==> src/rtl/cai_pkg.sv <==
package cai_pkg;
  typedef enum logic [1:0] {
    RA_CTRL = 2'd0,
    RA_MASK = 2'd1,
    RA_FLAG = 2'd2
  } reg_addr_e;
endpackage

==> src/rtl/cai_edge.sv <==
module cai_edge #(
  parameter int          N        = 8,
  parameter logic [N-1:0] RST_LVL = '0,
  parameter logic [N-1:0] FALL_SEL = '0
) (
  input  logic         clk,
  input  logic         rst_n,
  input  logic [N-1:0] lvl,
  output logic [N-1:0] set_ev,
  output logic [N-1:0] clr_ok
);
  logic [N-1:0] prev_q;

  always_ff @(posedge clk or negedge rst_n) begin
    if (!rst_n) prev_q <= RST_LVL;
    else        prev_q <= lvl;
  end

  for (genvar i = 0; i < N; i++) begin : g_src
    if (FALL_SEL[i]) begin : g_fall
      assign set_ev[i] = prev_q[i] & ~lvl[i];
      assign clr_ok[i] = lvl[i];
    end else begin : g_rise
      assign set_ev[i] = lvl[i] & ~prev_q[i];
      assign clr_ok[i] = ~lvl[i];
    end
  end
endmodule

==> src/rtl/cai_flags.sv <==
module cai_flags #(
  parameter int           N        = 8,
  parameter logic [N-1:0] FLAG_RST = '0
) (
  input  logic         clk,
  input  logic         rst_n,
  input  logic         en,
  input  logic [N-1:0] set_ev,
  input  logic [N-1:0] clr_ok,
  input  logic [N-1:0] ack,
  output logic [N-1:0] flags_q
);
  logic [N-1:0] flags_d;

  always_comb begin
    flags_d = flags_q;
    if (en) flags_d = (flags_q & ~(ack & clr_ok)) | set_ev;
  end

  always_ff @(posedge clk or negedge rst_n) begin
    if (!rst_n) flags_q <= FLAG_RST;
    else        flags_q <= flags_d;
  end

  a_r2_frozen: assert property (@(posedge clk) disable iff (!rst_n)
    !en |=> $stable(flags_q));

  for (genvar i = 0; i < N; i++) begin : g_chk
    a_r3_set: assert property (@(posedge clk) disable iff (!rst_n)
      (en && set_ev[i]) |=> flags_q[i]);
    a_r7_keep: assert property (@(posedge clk) disable iff (!rst_n)
      (en && flags_q[i] && ack[i] && !clr_ok[i]) |=> flags_q[i]);
    a_r6_clear: assert property (@(posedge clk) disable iff (!rst_n)
      (en && ack[i] && clr_ok[i] && !set_ev[i]) |=> !flags_q[i]);
    a_r8_noack: assert property (@(posedge clk) disable iff (!rst_n)
      (en && !ack[i] && !set_ev[i]) |=> (flags_q[i] == $past(flags_q[i])));
  end
endmodule

==> src/rtl/cai_regs.sv <==
module cai_regs
  import cai_pkg::*;
#(
  parameter int N  = 8,
  parameter int DW = 16,
  parameter int AW = 2
) (
  input  logic          clk,
  input  logic          rst_n,
  input  logic          wr,
  input  logic [AW-1:0] addr,
  input  logic [DW-1:0] wdata,
  input  logic [N-1:0]  flags,
  output logic [DW-1:0] rdata,
  output logic          mode_q,
  output logic [N-1:0]  mask_q,
  output logic [N-1:0]  ack
);
  logic [N-1:0] wfield;
  logic         unused_hi;

  assign wfield    = wdata[N:1];
  assign unused_hi = ^wdata[DW-1:N+1];

  always_ff @(posedge clk or negedge rst_n) begin
    if (!rst_n) begin
      mode_q <= 1'b0;
      mask_q <= '0;
    end else if (wr) begin
      if (addr == AW'(RA_CTRL)) mode_q <= wdata[0];
      if (addr == AW'(RA_MASK)) mask_q <= wfield;
    end
  end

  assign ack = (wr && addr == AW'(RA_FLAG)) ? wfield : '0;

  always_comb begin
    rdata = '0;
    case (addr)
      AW'(RA_CTRL): rdata[0]   = mode_q;
      AW'(RA_MASK): rdata[N:1] = mask_q;
      AW'(RA_FLAG): rdata[N:1] = flags;
      default:      rdata      = '0;
    endcase
  end

  a_r11_mask_wr: assert property (@(posedge clk) disable iff (!rst_n)
    (wr && addr == AW'(RA_MASK)) |=> (mask_q == $past(wfield)));
  a_r11_mode_wr: assert property (@(posedge clk) disable iff (!rst_n)
    (wr && addr == AW'(RA_CTRL)) |=> (mode_q == $past(wdata[0])));
endmodule

==> src/rtl/cond_ack_irq.sv <==
module cond_ack_irq #(
  parameter int NSRC       = 8,
  parameter int GRP_W      = 4,
  parameter int DW         = 16,
  parameter int AW         = 2,
  parameter int LINK_IDX   = 3,
  parameter int ENERGY_IDX = 6
) (
  input  logic              clk,
  input  logic              rst_n,
  input  logic [NSRC-2:0]   stat_i,
  input  logic [GRP_W-1:0]  grp_i,
  input  logic              reg_wr,
  input  logic [AW-1:0]     reg_addr,
  input  logic [DW-1:0]     reg_wdata,
  output logic [DW-1:0]     reg_rdata,
  output logic              irq_n
);
  localparam logic [NSRC-1:0] ONE      = {{(NSRC-1){1'b0}}, 1'b1};
  localparam logic [NSRC-1:0] FALL_SEL = ONE << LINK_IDX;
  localparam logic [NSRC-1:0] RST_LVL  = ONE << ENERGY_IDX;

  logic [NSRC-1:0] lvl, set_ev, clr_ok, ack, flags, mask;
  logic            mode;

  assign lvl = {|grp_i, stat_i};

  cai_edge #(.N(NSRC), .RST_LVL(RST_LVL), .FALL_SEL(FALL_SEL)) u_edge (
    .clk(clk), .rst_n(rst_n), .lvl(lvl), .set_ev(set_ev), .clr_ok(clr_ok)
  );

  cai_flags #(.N(NSRC), .FLAG_RST(RST_LVL)) u_flags (
    .clk(clk), .rst_n(rst_n), .en(mode), .set_ev(set_ev), .clr_ok(clr_ok),
    .ack(ack), .flags_q(flags)
  );

  cai_regs #(.N(NSRC), .DW(DW), .AW(AW)) u_regs (
    .clk(clk), .rst_n(rst_n), .wr(reg_wr), .addr(reg_addr), .wdata(reg_wdata),
    .flags(flags), .rdata(reg_rdata), .mode_q(mode), .mask_q(mask), .ack(ack)
  );

  assign irq_n = ~(mode & |(flags & mask));

  a_r9_mask_drop: assert property (@(posedge clk) disable iff (!rst_n)
    (reg_wr && reg_addr == AW'(1) && reg_wdata[NSRC:1] == '0) |=> irq_n);
  a_r2_idle_pin: assert property (@(posedge clk) disable iff (!rst_n)
    (reg_wr && reg_addr == AW'(0) && !reg_wdata[0]) |=> irq_n);
endmodule

==> config.mk <==
export PLATFORM = sky130hd
export DESIGN_NAME = cond_ack_irq
export DESIGN_NICKNAME = d
export VERILOG_FILES = /design/src/rtl/cai_pkg.sv /design/src/rtl/cai_edge.sv /design/src/rtl/cai_flags.sv /design/src/rtl/cai_regs.sv /design/src/rtl/cond_ack_irq.sv
export SDC_FILE = /design/constraint.sdc
export NUM_CORES = 1
export LEC_CHECK = 0
export BUFFER_PORTS_ARGS = -buffer_cell sky130_fd_sc_hd__buf_2
export CELL_PAD_IN_SITES_DETAIL_PLACEMENT = 0
export CELL_PAD_IN_SITES_GLOBAL_PLACEMENT = 1
export CORE_ASPECT_RATIO = 0.7
export CORE_MARGIN = 8
export CORE_UTILIZATION = 30
export CTS_BUF_LIST = sky130_fd_sc_hd__clkbuf_4 sky130_fd_sc_hd__clkbuf_8 sky130_fd_sc_hd__clkbuf_16
export DETAILED_ROUTE_END_ITERATION = 8
export GPL_TIMING_DRIVEN = 1
export PLACE_DENSITY_LB_ADDON = 0.1
export SYNTH_ARGS = -nofsm -noshare
export SYNTH_HDL_FRONTEND = slang
export SYNTH_HIERARCHICAL = 1
export SYNTH_SLANG_ARGS = --single-unit
==> constraint.sdc <==
create_clock -name clk -period 1.1 [get_ports clk]
set_input_delay 0.11 -clock clk [delete_from_list [all_inputs] [get_ports clk]]
set_output_delay 0.11 -clock clk [all_outputs]
set_load 0.01 [all_outputs]
# Yosys cells after proc, flatten, opt, wreduce, memory -nomap -nowiden
# Cells that the tools add are included.
# W data, S select, Z words.
[classes]
n_reduce_logical = 6
eq_ne = 2
muxes = 3
bitwise_logic = 30
[op_table]
columns = ["cell", "n"]
rows = [
  ["$and A8 B8 Y8", 3],
  ["$not A1 Y1", 16],
  ["$pmux W8 S2", 1],
  ["$and A1 B1 Y1", 9],
  ["$mux W8", 1],
  ["$not A8 Y8", 1],
  ["$or A8 B8 Y8", 1],
  ["$reduce_or A8 Y1", 1],
  ["$reduce_and A2 Y1", 2],
  ["$reduce_or A4 Y1", 1],
  ["$eq A2 B1 Y1 const B", 1],
  ["$eq A2 B2 Y1 const B", 1],
  ["$logic_not A2 Y1", 1],
  ["$logic_and A1 B1 Y1", 1],
  ["$mux W1", 1],
]
[totals]
output_inout_bits = 17
regBits = 25
word_cells = 45
inputBits = 32

# Logic depth before layout (Yosys ltp)
# Gate-level depths: netlist of the first run.
[logic_depth]
ltp_word = 7
mapped_depth = 6
depth_no_buf = 5

# Modules after synthesis
# The synthesis of the first run kept the hierarchy.
[by_module_without_submodules]
columns = ["module", "instances", "area_per_inst_um2", "cells_each", "seq_area_each_um2"]
rows = [
  ["cai_regs", 1, 675.6, 61, 225.2],
  ["cai_flags", 1, 352.8, 26, 201.4],
  ["cai_edge", 1, 337.8, 24, 201.4],
  ["cond_ack_irq", 1, 58.8, 6, 0.0],
]

# Worst setup path after synthesis of the first run
# Ideal clock, no wire load.
[synth_path]
kind = "flip-flop to output port"
from = "register u_flags.flags_q[0]"
to = "output port irq_n"
slack_ps = -36
arrival_time_ps = 1026
stages_incl_launch_ff = 3
path_cell_list = "dfrtp_1 > a22o_1 > o41ai_2"
[synth_via]
elab_chain_len = 4
[synth_lines]
columns = ["element", "line_no", "rtl"]
rows = [
  ["from (decl)", "cai_flags.sv:11", "output logic [N-1:0] flags_q"],
  ["from (signal assigned)", "cai_flags.sv:22", "else flags_q <= flags_d;"],
  ["$and A8 B8 Y8", "cond_ack_irq.sv:42", "assign irq_n = ~(mode & |(flags & mask));"],
  ["$reduce_or A8 Y1", "cond_ack_irq.sv:42", ""],
  ["$and A1 B1 Y1", "cond_ack_irq.sv:42", ""],
  ["$not A1 Y1", "cond_ack_irq.sv:42", ""],
  ["to (decl)", "cond_ack_irq.sv:17", "output logic irq_n"],
]
# Every way passes these cells.

# Final worst setup path of the first run
[layout_path]
from = "register u_regs.mask_q[3]"
to = "output port irq_n"
[layout_via]
elab_chain_len = 4
[layout_lines]
columns = ["element", "line_no", "rtl"]
rows = [
  ["from (decl)", "cai_regs.sv:16", "output logic [N-1:0] mask_q,"],
  ["from (signal assigned)", "cai_regs.sv:31", "if (addr == AW'(RA_MASK)) mask_q <= wfield;"],
  ["$and A8 B8 Y8", "cond_ack_irq.sv:42", ""],
  ["$reduce_or A8 Y1", "cond_ack_irq.sv:42", ""],
  ["$and A1 B1 Y1", "cond_ack_irq.sv:42", ""],
  ["$not A1 Y1", "cond_ack_irq.sv:42", ""],
]
# Every way passes these cells.

==> results.sh, run 1 <==
export IMPL_antenna_cells=0
export IMPL_routedWlPerCell_um=15.3
export IMPL_vdd_drop_max_mv=0.562
export IMPL_grt_first_pass_wirelength_um=6240
export IMPL_drtIter0Drc=17
export IMPL_area_growth_pct=44.2
export IMPL_overflow=0
export IMPL_seq_area_frac_synth=0.441
export IMPL_layout_common_cells="buf_2 (33), dfrtp_1 (23), buf_6 (13)"
export IMPL_yosysUniqueCellTypes=23
export IMPL_fillers=470
export IMPL_cts_tree="done"
export IMPL_cts_sinks=25
export IMPL_die_width_um=98.4
export IMPL_syn_inst=117
export IMPL_syn_area_per_cell_um2=12.2
export IMPL_io_pin_count=49
export IMPL_setup_violations=10
export IMPL_die_area_um2=7250
export IMPL_vias_per_cell=4.55
export IMPL_cts_made_buffers=3
export IMPL_setup_ws_ns=-0.446
export IMPL_ant_nets=0
export IMPL_fin_skew_ns=0.00167
export IMPL_dieHeight_um=73.7
export IMPL_drv_cap=0
export IMPL_drtPass1Iterations=4
export IMPL_cp_end_kind="output pin"
export IMPL_cts_root_buf="clkbuf_8"
export IMPL_finalCriticalPeriod_ns=1.55
export IMPL_drive_gt1_frac=0.533
export IMPL_setup_worst_path_class="reg -> out"
export IMPL_clk_path_buf_depth=2
export IMPL_seqCellArea_um2=628
export IMPL_run_status="finished with violations"
export IMPL_yosys_warnings=6
export IMPL_vias=1087
export IMPL_io_buffers=34
export IMPL_violations="negative setup slack"
export IMPL_fmaxAchievable_mhz=647
export IMPL_htree_levels=1
export IMPL_wirelength_um=3650
export IMPL_hold_violations=0
export IMPL_core_um2=4680
export IMPL_multi_input_area_um2=727
export IMPL_power_density_nw_per_um2=1320
export IMPL_final_util=0.440
export IMPL_initial_utilization=0.305
export IMPL_start_kind="flop"
export IMPL_syn_area_um2=1430
export IMPL_maxSlewViolCount=0
export IMPL_route_detailed_drc=0
export IMPL_hold_slack_ns=0.0534
export IMPL_clock_latency_ns=0.27
export IMPL_final_common_cell="buf_2"
export IMPL_rows=21
export IMPL_antenna_found_initial=0
export IMPL_clk_pin_slew_ns=0.09
export IMPL_rr_worst_depth=3
export IMPL_grt_max_degree=26
export IMPL_dp_slack_ns=-0.164
export IMPL_nets=218
export IMPL_cellLeakagePower_uw=0.00105
export IMPL_crit_fanout=2
export IMPL_power_uw=2720
export IMPL_grt_usage=0.109
export IMPL_grt_pass1_vias=1285
export IMPL_hp_class="in -> reg"
export IMPL_grt_setup_unrepaired="true"
export IMPL_hold_depth=2
export IMPL_cp_data_required_time_ns=0.99
export IMPL_period_share=1.41
export IMPL_cp_arrival_ns=1.44
export IMPL_synth_seq_cells=25
export IMPL_dp_hpwl_um=2650
export IMPL_gp_congestion=0.758
==> Yosys cell counts <==
library cell / n / area (um2)
buf_6: 3 / 33.8
nand3_2: 2 / 20.0
dfrtp_1: 23 / 576
nor2b_4: 7 / 96.3
mux2_4: 8 / 120
nor2b_1: 9 / 56.3
nand2_1: 1 / 3.75
and3_1: 8 / 50.1
buf_4: 8 / 60.1
inv_1: 9 / 33.8
and2_1: 1 / 6.26
nand2_8: 1 / 20.0
buf_2: 1 / 5.00
buf_12: 1 / 20.0
conb_1: 1 / 3.75
a22o_1: 12 / 105
ha_1: 3 / 37.5
mux2_2: 1 / 11.3
o41ai_2: 1 / 16.3
dfstp_2: 2 / 52.6
a22oi_1: 8 / 60.1
nand3_1: 6 / 30.0
or4_1: 1 / 7.51
==> metrics by stage <==
stage,instance area (um2),std cells,TNS [ns]
after floorplan,1470,123,-0.0202
after global placement,1800,223,-1.28
after detailed placement,1800,223,-1.73
after CTS,2050,239,-1.89
after global routing,2060,239,-2.34
final,2060,239,-1.74
==> sequential cells by signal, summed over array words and instances, names as in the netlist <==
| signal | flops |
|---|---|
| u_regs/mask_q | 8 |
| u_regs/mode_q | 1 |
| u_edge/prev_q | 8 |
| u_flags/flags_q | 8 |
==> worst max-delay path, stage by stage (launching register included) <==
cell and delay, ns:
dfrtp_1 0.41, a22o_1 0.25, o41ai_4 0.34, buf_2 0.18
==> timing repair <==
item / in CTS / in global routing
endpoints found under the hold margin: 32 / 0
setup endpoints to repair: 10 / 12
pin swaps: 6 / 2
hold buffers: 8 / 0
resized for setup: 20 / 3
buffers inserted: 5 / 1
==> layer usage <==
metal	share of wire	global-route usage
met5	0	0
met2	0.46	0.180
met1	0.47	0.136
met3	0.063	0.0388
met4	0.0022	0.0169
==> kinds of logic (layout without fill, tap and decap cells) <==
logic type | Yosys count | count (layout) | synth area share
compound gates | 21 | 21 | 0.127
fa+ha+maj | 3 | 3 | 0.0263
buf+inv | 22 | 81 | 0.107
flops | 25 | 25 | 0.441
mux | 9 | 9 | 0.0922
other cells | 1 | 7 | 0.00263
simple gates | 36 | 36 | 0.204
==> worst paths after layout <==
check / from / to / slack [ns]
max: u_regs/mask_q[3]$_DFFE_PN0P_ / irq_n / -0.45
min: grp_i[2] / u_edge/prev_q[7]$_DFF_PN0_ / 0.05
max reg2reg: u_regs/mode_q$_DFFE_PN0P_ / u_regs/mode_q$_DFFE_PN0P_ / 0.05
min reg2reg: u_flags/flags_q[6]$_DFFE_PN1P_ / u_flags/flags_q[6]$_DFFE_PN1P_ / 0.57
max in group asynchronous: rst_n / u_edge/prev_q[6]$_DFF_PN1_ / 0.57
min in group asynchronous: rst_n / u_edge/prev_q[5]$_DFF_PN0_ / 0.30
==> cell type report <==
type / count / share of cell area
sequential: 25 / 0.306
inverter: 9 / 0.0164
clock buffer: 4 / 0.0237
tap: 57 / 0.0347
multi-input combinational: 76 / 0.354
timing repair buffer: 68 / 0.266
==> where the power goes <==
part	internal (uW)	total, uW	switching (uW)	leakage [uW]
sequential	1050	1150	96.2	0.000274
combinational	597	989	392	0.000746
clock	284	580	296	0.0000262
total	1940	2720	784	0.00105
Note: power is estimated with default switching activity, not from simulation.
==> run 2, diff against run 1 <==
- SYNTH_HIERARCHICAL: 1 -> not set
==> results.sh, run 2 <==
export IMPL_cts_tree="done"
export IMPL_antenna_cells=0
export IMPL_io_buffers=34
export IMPL_setup_violations=10
export IMPL_drtPass1Iterations=2
export IMPL_core_um2=3870
export IMPL_cp_end_kind="output pin"
export IMPL_synth_area_leaders="dfrtp_1 (48%), a22oi_1 (7.6%), mux2_1 (4.7%), buf_4 (4.4%), dfstp_2 (4.4%)"
export IMPL_synth_top_area_cell="dfrtp_1"
export IMPL_synth_most_common_cell="dfrtp_1"
export IMPL_syn_area_per_cell_um2=10.9
export IMPL_grt_max_degree=26
export IMPL_rr_worst_depth=5
export IMPL_crit_fanout=2
export IMPL_routedWlPerCell_um=13.8
export IMPL_io_pin_count=49
export IMPL_dp_cells=199
export IMPL_vdd_drop_max_mv=0.976
export IMPL_initial_utilization=0.307
export IMPL_cp_data_required_time_ns=0.99
export IMPL_grt_first_pass_wirelength_um=5170
export IMPL_die_width_um=91.3
export IMPL_clk_pin_slew_ns=0.08
export IMPL_cts_made_buffers=3
export IMPL_yosys_top_cells_count="dfrtp_1 (23), a22oi_1 (12), inv_1 (9)"
export IMPL_drive_gt1_frac=0.432
export IMPL_reg2reg_from="u_regs.mode_q$_DFFE_PN0P_"
export IMPL_rows=19
export IMPL_yosys_warnings=0
export IMPL_layout_common_cells="buf_2 (33), dfrtp_1 (23), buf_4 (15)"
export IMPL_grt_usage=0.105
export IMPL_synthArstFlopShare=1.00
export IMPL_drv_cap=0
export IMPL_synth_edf_count=0
export IMPL_overflow=0
export IMPL_holdCritStartpoint="reg_wdata[8]"
export IMPL_synth_ff_type="dfrtp_1"
export IMPL_gp_congestion=0.722
export IMPL_cellLeakagePower_uw=0.000800
export IMPL_cts_root_buf="clkbuf_8"
export IMPL_synth_seq_cells=25
export IMPL_yosysTopAreaCellShare=0.483
export IMPL_nets=205
export IMPL_cp_arrival_ns=1.19
export IMPL_rr_endpoint="u_flags.flags_q[1]$_DFFE_PN0P_"
export IMPL_area_growth_pct=43.3
export IMPL_setup_worst_path_class="reg -> out"
export IMPL_dp_hpwl_um=2260
export IMPL_regToRegSetupSlack_ns=0
export IMPL_power_uw=2400
export IMPL_grt_pass1_vias=1044
export IMPL_placed_area_um2=1440
export IMPL_final_util=0.440
export IMPL_htree_levels=1
export IMPL_hold_depth=2
export IMPL_maxSlewViolCount=0
export IMPL_route_detailed_drc=0
export IMPL_run_status="finished with violations"
export IMPL_antenna_found_initial=0
export IMPL_max_slew_margin=0.626
export IMPL_vias=998
export IMPL_reg_top3="u_edge.prev_q x8, u_flags.flags_q x8, u_regs.mask_q x8"
export IMPL_syn_inst=109
export IMPL_seq_area_frac_synth=0.527
export IMPL_die_area_um2=6280
export IMPL_dieHeight_um=68.7
export IMPL_clock_latency_ns=0.26
export IMPL_vias_per_cell=4.52
export IMPL_hp_class="in -> reg"
export IMPL_fmaxAchievable_mhz=770
export IMPL_fin_skew_ns=0.00388
export IMPL_drtIter0Drc=26
export IMPL_violations="negative setup slack"
export IMPL_final_area_um2=1710
export IMPL_syn_area_um2=1190
export IMPL_grt_setup_unrepaired="true"
export IMPL_wirelength_um=3050
export IMPL_hold_violations=0
export IMPL_period_share=1.18
export IMPL_power_density_nw_per_um2=1410
export IMPL_worst_slew_pin_slew_ns=0.561
export IMPL_cts_sinks=25
export IMPL_finalNonFillerCells=221
export IMPL_min_to="u_flags.flags_q[7]$_DFFE_PN0P_"
export IMPL_final_common_cell="buf_2"
export IMPL_yosysUniqueCellTypes=23
export IMPL_hold_slack_ns=0.0184
export IMPL_setup_ws_ns=-0.199
export IMPL_start_kind="flop"
export IMPL_ant_nets=0
export IMPL_clk_path_buf_depth=2
export IMPL_finalCriticalPeriod_ns=1.30
[run 2: worst max-delay path by stage]
stage,from,endpoint,cells after the start
6_report,u_flags.flags_q[3]$_DFFE_PN0P_,irq_n,4
5_1_grt,u_flags.flags_q[3]$_DFFE_PN0P_,irq_n,4
4_1_cts,u_flags.flags_q[3]$_DFFE_PN0P_,irq_n,4
3_5_place_dp,reg_addr[1],u_regs.mask_q[2]$_DFFE_PN0P_,5
3_3_place_gp,reg_addr[1],reg_rdata[6],7
2_1_floorplan,reg_addr[1],u_regs.mask_q[0]$_DFFE_PN0P_,5
[run 2: where the power goes]
part           switching (uW)  internal [uW]  total (uW)
sequential                105           1060        1160
combinational             299            385         684
clock                     274            283         557
[run 2: critical path: stages (launching register included)]
cell and delay (ns):
dfrtp_1 0.40, a22oi_1 0.20, nand4_1 0.12, nand2_1 0.08, buf_2 0.12
[run 2: metal layers]
layer	part of all wire	track usage	routed length, um
met1	0.49	0.134	1500
met2	0.44	0.169	1360
met3	0.057	0.0389	174
met4	0.0062	0.0243	19
met5	0	0	0
[run 2: timing repair]
action,4_1_cts,5_1_grt
resized for setup,9,4
hold buffers,8,0
setup endpoints to repair,10,10
pin swaps,8,6
buffers inserted,8,2
endpoints found under the hold margin,30,0
[run 2: logic make-up (layout without fill, tap and decap cells)]
logic type	after synthesis	count (layout)	synth area share
adders and majority gates	3	3	0.0315
DFF	25	25	0.527
buffers and inverters	19	73	0.0840
and+or+nand+nor	30	30	0.144
muxes	9	9	0.0851
other	1	7	0.00315
AOI/OAI and AO/OA	22	22	0.125
[run 2: final cells by class]
| class | instances | area, um2 |
|---|---|---|
| Clock buffer | 4 | 48.8 |
| Fill cell | 380 | 2170 |
| Inverter | 9 | 33.8 |
| Multi-Input combinational cell | 71 | 528 |
| Sequential cell | 25 | 628 |
| Tap cell | 52 | 65.1 |
| Timing Repair Buffer | 60 | 403 |
[run 2: metrics by stage]
stage | worst slack (ns) | TNS [ns]
floorplan | 0.0372 | 0
global placement | -0.0343 | -0.195
detailed placement | -0.0439 | -0.414
CTS | -0.205 | -1.34
global route | -0.309 | -1.89
finish | -0.199 | -1.18
==> run 3, diff against run 2 <==
- CORE_MARGIN: 8 -> not set
==> results.sh, run 3 (synthesized netlist as in run 2, its figures left out) <==
export IMPL_run_status="finished with violations"
export IMPL_violations="negative setup slack"
export IMPL_cp_arrival_ns=1.18
export IMPL_overflow=0
export IMPL_finalNonFillerCells=213
export IMPL_final_util=0.465
export IMPL_max_slew_margin=0.623
export IMPL_clock_latency_ns=0.27
export IMPL_cp_end_kind="output pin"
export IMPL_cts_root_buf="clkbuf_8"
export IMPL_fmaxAchievable_mhz=776
export IMPL_core_um2=3650
export IMPL_power_uw=2400
export IMPL_start_kind="flop"
export IMPL_cts_sinks=25
export IMPL_grt_first_pass_wirelength_um=4780
export IMPL_dp_hpwl_um=2020
export IMPL_ant_nets=0
export IMPL_die_area_um2=4230
export IMPL_wirelength_um=2960
export IMPL_htree_levels=1
export IMPL_antenna_cells=0
export IMPL_cts_tree="done"
export IMPL_grt_setup_unrepaired="true"
export IMPL_die_width_um=77.3
export IMPL_vdd_drop_max_mv=0.626
export IMPL_holdCritStartpoint="reg_wdata[8]"
export IMPL_routedWlPerCell_um=13.9
export IMPL_gp_congestion=0.723
export IMPL_finalCriticalPeriod_ns=1.29
export IMPL_dp_slack_ns=-0.0509
export IMPL_vias=972
export IMPL_initial_utilization=0.326
export IMPL_dp_cells=195
export IMPL_layout_common_cells="buf_2 (33), dfrtp_1 (23), a22oi_2 (10)"
export IMPL_reg2reg_from="u_regs.mask_q[3]$_DFFE_PN0P_"
export IMPL_drtIter0Drc=25
export IMPL_io_buffers=34
export IMPL_nets=199
export IMPL_vias_per_cell=4.56
export IMPL_power_density_nw_per_um2=1420
export IMPL_hp_class="in -> reg"
export IMPL_route_detailed_drc=0
export IMPL_busiest_layer="met2"
export IMPL_drtPass1Iterations=4
export IMPL_reg_top3="u_edge.prev_q x8, u_flags.flags_q x8, u_regs.mask_q x8"
export IMPL_critPathLaunch="u_flags.flags_q[7]$_DFFE_PN0P_"
export IMPL_clk_path_buf_depth=2
export IMPL_grtUsageMet1=0.182
export IMPL_io_pin_count=49
export IMPL_worst_slew_pin_slew_ns=0.565
export IMPL_area_growth_pct=42.3
export IMPL_period_share=1.17
export IMPL_gr_usage_met3=0.0483
export IMPL_antenna_found_initial=0
export IMPL_crit_fanout=2
export IMPL_setup_ws_ns=-0.189
export IMPL_cp_data_required_time_ns=0.99
export IMPL_grt_use_met2=0.283
export IMPL_cellLeakagePower_uw=0.000779
export IMPL_drive_gt1_frac=0.436
export IMPL_tns_ns=-1.14
export IMPL_drv_cap=0
export IMPL_final_common_cell="buf_2"
export IMPL_setup_violations=10
export IMPL_grt_pass1_vias=1016
export IMPL_setup_worst_path_class="reg -> out"
export IMPL_grt_usage=0.156
export IMPL_grt_max_degree=26
export IMPL_dieHeight_um=54.7
export IMPL_fin_skew_ns=0.00567
export IMPL_clk_pin_slew_ns=0.09
export IMPL_rows=18
export IMPL_maxSlewViolCount=0
export IMPL_hold_violations=0
export IMPL_cts_made_buffers=3
[run 3: changes by cell type in the layout (fill, tap and decap cells not counted), moves of 2 or more]
| cell | delta |
|---|---|
| buf_6 | +4 |
| buf_4 | -10 |
| a22oi_1 | -2 |
| a22oi_2 | +2 |
[run 3: timing repair]
| item | 4_1_cts | 5_1_grt |
|---|---|---|
| pin swaps | 11 | 3 |
| hold buffers | 8 | 0 |
| hold endpoints to repair | 30 | 0 |
| setup buffers | 2 | 4 |
| endpoints found under the setup margin | 10 | 12 |
| resized for setup | 9 | 12 |
[run 3: power breakdown]
| part | internal (uW) | total (uW) | switching (uW) |
|---|---|---|---|
| combinational | 366 | 649 | 284 |
| sequential | 1060 | 1180 | 126 |
| clock | 284 | 567 | 284 |
[run 3: critical path, stage by stage (launching register included)]
cell and delay [ns]:
dfrtp_1 0.41, a22oi_2 0.20, nand4_1 0.12, nand2_1 0.07, buf_2 0.12
[run 3: layout make-up]
type	count	area, um2
tap	50	62.6
timing repair buffer	54	373
sequential	25	628
multi-input combinational	71	549
clock buffer	4	48.8
fill	367	1950
inverter	9	33.8
[run 3: path summary, 6_finish.rpt]
path / slack [ns] / end / cells after the start
hold reg to reg: 0.50 / u_flags.flags_q[3]$_DFFE_PN0P_ / 2
max in group asynchronous: 0.36 / u_flags.flags_q[6]$_DFFE_PN1P_ / 2
setup / recovery: -0.19 / irq_n / 4
setup reg to reg: 0.04 / u_regs.mask_q[3]$_DFFE_PN0P_ / 3
hold / removal: 0.03 / u_flags.flags_q[7]$_DFFE_PN0P_ / 2
min in group asynchronous: 0.36 / u_regs.mask_q[4]$_DFFE_PN0P_ / 2
[run 3: routing by layer]
metal / wire [um] / vias to the layer above / part of all wire
met5: 0 / - / 0
met4: 18 / 0 / 0.0061
met3: 177 / 2 / 0.060
met2: 1460 / 31 / 0.49
met1: 1300 / 465 / 0.44
li1: - / 474 / -
[run 3: through the flow]
| stage | hold slack, ns | cell area, um2 |
|---|---|---|
| after global routing | 0.0247 | 1700 |
| after global placement | 0.140 | 1430 |
| after detailed placement | 0.141 | 1430 |
| final | 0.0279 | 1700 |
| after CTS | 0.0251 | 1610 |
| after floorplan | -0.186 | 1210 |
